--- config.mk ---
export PLATFORM = sky130hd
export DESIGN_NAME = irq_hub
export DESIGN_NICKNAME = d
export VERILOG_FILES = /design/src/rtl/irq_hub_pkg.sv /design/src/rtl/irq_hub_edge.sv /design/src/rtl/irq_hub_latch.sv /design/src/rtl/irq_hub.sv
export SDC_FILE = /design/constraint.sdc
export NUM_CORES = 1
export LEC_CHECK = 0
export ABC_AREA = 0
export BUFFER_PORTS_ARGS = -buffer_cell sky130_fd_sc_hd__clkbuf_2
export CORE_AREA = 8 8 45 47
export DETAILED_ROUTE_END_ITERATION = 12
export DIE_AREA = 0 0 53 55
export PLACE_DENSITY = 0.62
export SYNTH_ARGS = -nofsm -noshare
export SYNTH_HDL_FRONTEND = slang
export SYNTH_HIERARCHICAL = 1
export SYNTH_SLANG_ARGS = --single-unit
--- constraint.sdc ---
create_clock -name clk_i -period 1.4 [get_ports clk_i]
set_input_delay 0.07 -clock clk_i [delete_from_list [all_inputs] [get_ports clk_i]]
set_output_delay 0.07 -clock clk_i [all_outputs]
set_load 0.02 [all_outputs]
--- src/rtl/irq_hub_pkg.sv ---
package irq_hub_pkg;
  localparam int SRC_N = 7;

  localparam int B_POR   = 0;
  localparam int B_LOWV  = 1;
  localparam int B_WAKE  = 2;
  localparam int B_EXT   = 3;
  localparam int B_XRUN  = 4;
  localparam int B_RXTH  = 5;
  localparam int B_TXRDY = 6;

  typedef logic [SRC_N-1:0] src_vec_t;
endpackage

--- src/rtl/irq_hub_edge.sv ---
module irq_hub_edge #(
  parameter int STAGES = 2
) (
  input  logic clk_i,
  input  logic rst_i,
  input  logic pin_n_i,
  output logic fall_o
);
  localparam int LAST = STAGES - 1;

  logic [STAGES-1:0] sh_q;
  logic              prev_q;

  // idle level of the pin is high, so reset fills the chain with ones
  always_ff @(posedge clk_i) begin
    if (rst_i) begin
      sh_q   <= '1;
      prev_q <= 1'b1;
    end else begin
      sh_q   <= {sh_q[LAST-1:0], pin_n_i};
      prev_q <= sh_q[LAST];
    end
  end

  assign fall_o = prev_q & ~sh_q[LAST];

  // a held-low pin produces only one detection
  a_r5_single_fall: assert property (@(posedge clk_i) disable iff (rst_i)
    fall_o |=> !fall_o);
endmodule

--- src/rtl/irq_hub_latch.sv ---
module irq_hub_latch #(
  parameter int N = 7
) (
  input  logic         clk_i,
  input  logic         rst_i,
  input  logic [N-1:0] set_i,
  input  logic         clr_i,
  output logic [N-1:0] q_o,
  output logic         any_o
);
  logic [N-1:0] nxt;
  logic         any_q;

  for (genvar g = 0; g < N; g++) begin : g_bit
    assign nxt[g] = set_i[g] | (q_o[g] & ~clr_i);
    always_ff @(posedge clk_i) begin
      if (rst_i) q_o[g] <= 1'b0;
      else       q_o[g] <= nxt[g];
    end
  end

  always_ff @(posedge clk_i) begin
    if (rst_i) any_q <= 1'b0;
    else       any_q <= |nxt;
  end
  assign any_o = any_q;

  // bits are sticky between reads
  a_r6_sticky: assert property (@(posedge clk_i) disable iff (rst_i)
    !clr_i |=> ((q_o & $past(q_o)) == $past(q_o)));
  // a read keeps exactly the events of its own cycle
  a_r7_read_keeps_new: assert property (@(posedge clk_i) disable iff (rst_i)
    clr_i |=> (q_o == $past(set_i)));
endmodule

--- src/rtl/irq_hub.sv ---
module irq_hub
  import irq_hub_pkg::*;
#(
  parameter int SYNC_STAGES = 2
) (
  input  logic             clk_i,
  input  logic             rst_i,
  input  logic             tx_rdy_i,
  input  logic             rx_thr_i,
  input  logic             fifo_ovf_i,
  input  logic             tx_undr_i,
  input  logic             wake_i,
  input  logic             low_vdd_i,
  input  logic             ext_irq_n_i,
  input  logic             tx_mode_i,
  input  logic             rd_stb_i,
  output logic             irq_n_o,
  output logic [SRC_N-1:0] status_o
);
  logic     por_arm_q;
  logic     ext_fall;
  logic     any_pend;
  src_vec_t set_vec;

  // armed during reset, fires once in the first cycle after release
  always_ff @(posedge clk_i) begin
    if (rst_i) por_arm_q <= 1'b1;
    else       por_arm_q <= 1'b0;
  end

  irq_hub_edge #(.STAGES(SYNC_STAGES)) u_edge (
    .clk_i   (clk_i),
    .rst_i   (rst_i),
    .pin_n_i (ext_irq_n_i),
    .fall_o  (ext_fall)
  );

  always_comb begin
    set_vec          = '0;
    set_vec[B_POR]   = por_arm_q;
    set_vec[B_LOWV]  = low_vdd_i;
    set_vec[B_WAKE]  = wake_i;
    set_vec[B_EXT]   = ext_fall;
    set_vec[B_XRUN]  = tx_mode_i ? tx_undr_i : fifo_ovf_i;
    set_vec[B_RXTH]  = rx_thr_i;
    set_vec[B_TXRDY] = tx_rdy_i;
  end

  irq_hub_latch #(.N(SRC_N)) u_latch (
    .clk_i (clk_i),
    .rst_i (rst_i),
    .set_i (set_vec),
    .clr_i (rd_stb_i),
    .q_o   (status_o),
    .any_o (any_pend)
  );

  assign irq_n_o = ~any_pend;

  // request line mirrors pending status
  a_r8_irq_tracks: assert property (@(posedge clk_i) disable iff (rst_i)
    irq_n_o == ~(|status_o));
  // power-on bit after reset release
  a_r2_por_bit: assert property (@(posedge clk_i) disable iff (rst_i)
    $past(rst_i) |=> status_o[B_POR]);
  // underrun counts in transmit mode
  a_r4_undr_tx: assert property (@(posedge clk_i) disable iff (rst_i)
    (tx_mode_i && tx_undr_i) |=> status_o[B_XRUN]);
  // overflow counts in receive mode
  a_r4_ovf_rx: assert property (@(posedge clk_i) disable iff (rst_i)
    (!tx_mode_i && fifo_ovf_i) |=> status_o[B_XRUN]);
  // a read with no new event empties the word
  a_r7_clear: assert property (@(posedge clk_i) disable iff (rst_i)
    (rd_stb_i && !(|set_vec)) |=> (status_o == '0));
endmodule

==> flow_metrics.env <==
export IMPL_outcome="finished clean"
export IMPL_synth_simple_area_share_pct=17.8
export IMPL_synth_top_cell_area_share_pct=61.0
export IMPL_initial_core_util_pct=28.5
export IMPL_worstSetupPathType="reg2reg"
export IMPL_ys_ff_latch=12
export IMPL_grt_use_met1_pct=5.98
export IMPL_drc=0
export IMPL_n_antenna_cell=0
export IMPL_nFillCells=145
export IMPL_critical_path_max_fanout=3
export IMPL_whs_ns=0.0231
export IMPL_setup_tns_ns=0
export IMPL_grt_overflow_total=0
export IMPL_cts_root_buffer="clkbuf_4"
export IMPL_holdCritPathClass="in2reg"
export IMPL_fp_row_count=14
export IMPL_area_growth_pct=38.7
export IMPL_synth_fa_ha_area_share_pct=0
export IMPL_wirelength_um=921
export IMPL_track_usage_pct=7.13
export IMPL_place_congestion=0.711
export IMPL_clockBufferDepth=2
export IMPL_synth_yosys_seq_area_share_pct=61.0
export IMPL_period_share_pct=91.6
export IMPL_die_w_um=53
export IMPL_fmax_mhz=780
export IMPL_synthDistinctLibCells=13
export IMPL_slowest_delay_ns=0.53
export IMPL_io_buffers=18
export IMPL_fin_cells=77
export IMPL_grt_max_degree=13
export IMPL_viasPerCell=4.38
export IMPL_synth_compound_area_share_pct=14.6
export IMPL_cts_tree="built"
export IMPL_pin_count=19
export IMPL_clkSinkCount=12
export IMPL_crit_family="simple AND/OR/NAND/NOR gates"
export IMPL_timing_slew_headroom_pct=83.7
export IMPL_syn_nets=50
export IMPL_yosysTopAreaCell="dfxtp_1"
export IMPL_final_antenna_net_count=0
export IMPL_slowest_stage="or4_1"
export IMPL_synth_mux_area_share_pct=3.81
export IMPL_syn_cell_area_um2=394
export IMPL_drv_slew=0
export IMPL_rrSetupSlack_ns=0.12
export IMPL_timing_max_cap_violations=0
export IMPL_syn_inst=39
export IMPL_timing_critical_path_buf_inv=0
export IMPL_h_tree_depth=1
export IMPL_die_area_mm2=0.00292
export IMPL_power_mw=0.731
export IMPL_skew_ns=0.00216
export IMPL_synth_top_family_by_area="simple AND/OR/NAND/NOR gates"
export IMPL_wl_per_cell_um=12.0
export IMPL_numCtsBuffers=3
export IMPL_vdd_ir_drop_max_mv=0.648
export IMPL_dp_cells=72
export IMPL_synth_area_leaders="dfxtp_1, a21oi_1, nor2_1, or2_1, o41ai_2"
export IMPL_met3_usage_pct=5.61
export IMPL_core_area_mm2=0.00138
export IMPL_grt_pass1_vias=346
export IMPL_critical_path_required_ns=1.55
export IMPL_worst_pin_slew_ns=0.242
export IMPL_dr_pass1_iters=2
export IMPL_die_h_um=55
export IMPL_nNetsFinal=73
export IMPL_worst_setup_path_end_kind="flop"
export IMPL_startpoint_type="flop"
export IMPL_grt_pass1_wl_um=1440
export IMPL_min_period_ns=1.28
export IMPL_num_vias=337
export IMPL_grt_busiest_layer="met2"
export IMPL_rsz0062_at_grt="false"
export IMPL_cp_cell_sequence="or4_1 -> o41ai_2 -> a31oi_1"
export IMPL_syn_avg_cell_area_um2=10.1
export IMPL_drive_above_1_share_pct=39.3
export IMPL_arrival_ns=1.44
export IMPL_use_met2_pct=11.3
export IMPL_antenna_found_initial=0
export IMPL_p_per_area_mw_per_mm2=1340
export IMPL_setup_violations=0
export IMPL_first_iter_violations=2
export IMPL_yosys_warnings=6
export IMPL_synth_xor_area_share_pct=0
export IMPL_hold_violations=0
export IMPL_p_leak_nw=0.262
export IMPL_cts_clk_slew_worst_paths_ns=0.07
export IMPL_clk_latency_ns=0.27
==> timing repair <==
item | 4_1_cts | 5_1_grt
resized for setup | 0 | 0
endpoints found under the hold margin | 1 | 0
hold buffers | 1 | 0
setup buffers | 0 | 0
==> logic make-up (layout without fill, tap and decap cells) <==
| group | after synthesis | in the layout |
|---|---|---|
| AO/OA/AOI/OAI | 9 | 9 |
| buffers and inverters | 3 | 25 |
| flip-flops | 12 | 12 |
| multiplexers | 1 | 1 |
| AND/OR/NAND/NOR | 14 | 14 |
==> flip-flops by register name, summed over array words and instances (netlist names) <==
| signal | count |
|---|---|
| por_arm_q | 1 |
| u_edge/prev_q | 1 |
| u_latch/q_o | 7 |
| u_latch/any_o | 1 |
| u_edge/sh_q | 2 |
==> cell usage in the layout (no fill, tap or decap), types with 2 or more instances in the layout <==
cell type	n
dfxtp_1	12
or2_1	3
a21oi_1	7
clkbuf_2	18
nor2_1	7
clkbuf_4	3
inv_1	2
==> report_power, final <==
group | internal [mW] | switching [mW] | leakage, nW
clock network | 0.158 | 0.114 | 0.0210
registers | 0.361 | 0.0120 | 0.100
logic | 0.0376 | 0.0482 | 0.141
total | 0.556 | 0.174 | 0.262
==> routing by layer <==
layer | wire length (µm) | share of wire [%]
met1 | 369 | 40
met2 | 383 | 42
met3 | 132 | 14
met5 | 0 | 0
met4 | 36 | 3.9
==> through the flow <==
stage	setup slack [ns]	util, %	instance area [µm²]
floorplan	0.0741	-	394
global placement	0.143	36.2	500
detailed placement	0.127	36.2	500
CTS	0.116	39.5	547
global route	0.0381	39.5	547
finish	0.118	39.5	547
==> worst reg2reg max path, stage by stage (launching register included) <==
cell     delay [ns]
dfxtp_1        0.32
or4_1          0.53
o41ai_2        0.20
a31oi_1        0.11
==> area by class of cell <==
class                   instances  area (µm²)  area share, %
inverters                       2        7.51           1.37
multi-input cells              24         143           26.1
clock buffers                   4        36.3           6.64
repair buffers                 19         100           18.3
flip-flops and latches         12         240           43.9
well taps                      16        20.0           3.66
==> cell usage after synthesis <==
| cell type | count |
|---|---|
| clkbuf_1 | 1 |
| a31oi_1 | 1 |
| o41ai_2 | 1 |
| nor4_1 | 1 |
| mux2_4 | 1 |
| dfxtp_1 | 12 |
| nor2b_1 | 1 |
| or4_1 | 1 |
| nor2_1 | 7 |
| or2_1 | 3 |
| a21oi_1 | 7 |
| nor3_1 | 1 |
| inv_1 | 2 |
==> final timing paths <==
check | from | end | cells past startpoint
setup / recovery | u_latch/q_o[2] | u_latch/any_o | 3
hold / removal | rx_thr_i | u_latch/q_o[5] | 3
setup reg to reg | u_latch/q_o[2] | u_latch/any_o | 3
hold reg to reg | u_edge/sh_q[0] | u_edge/sh_q[1] | 1
(Power assumes the default switching activity.)
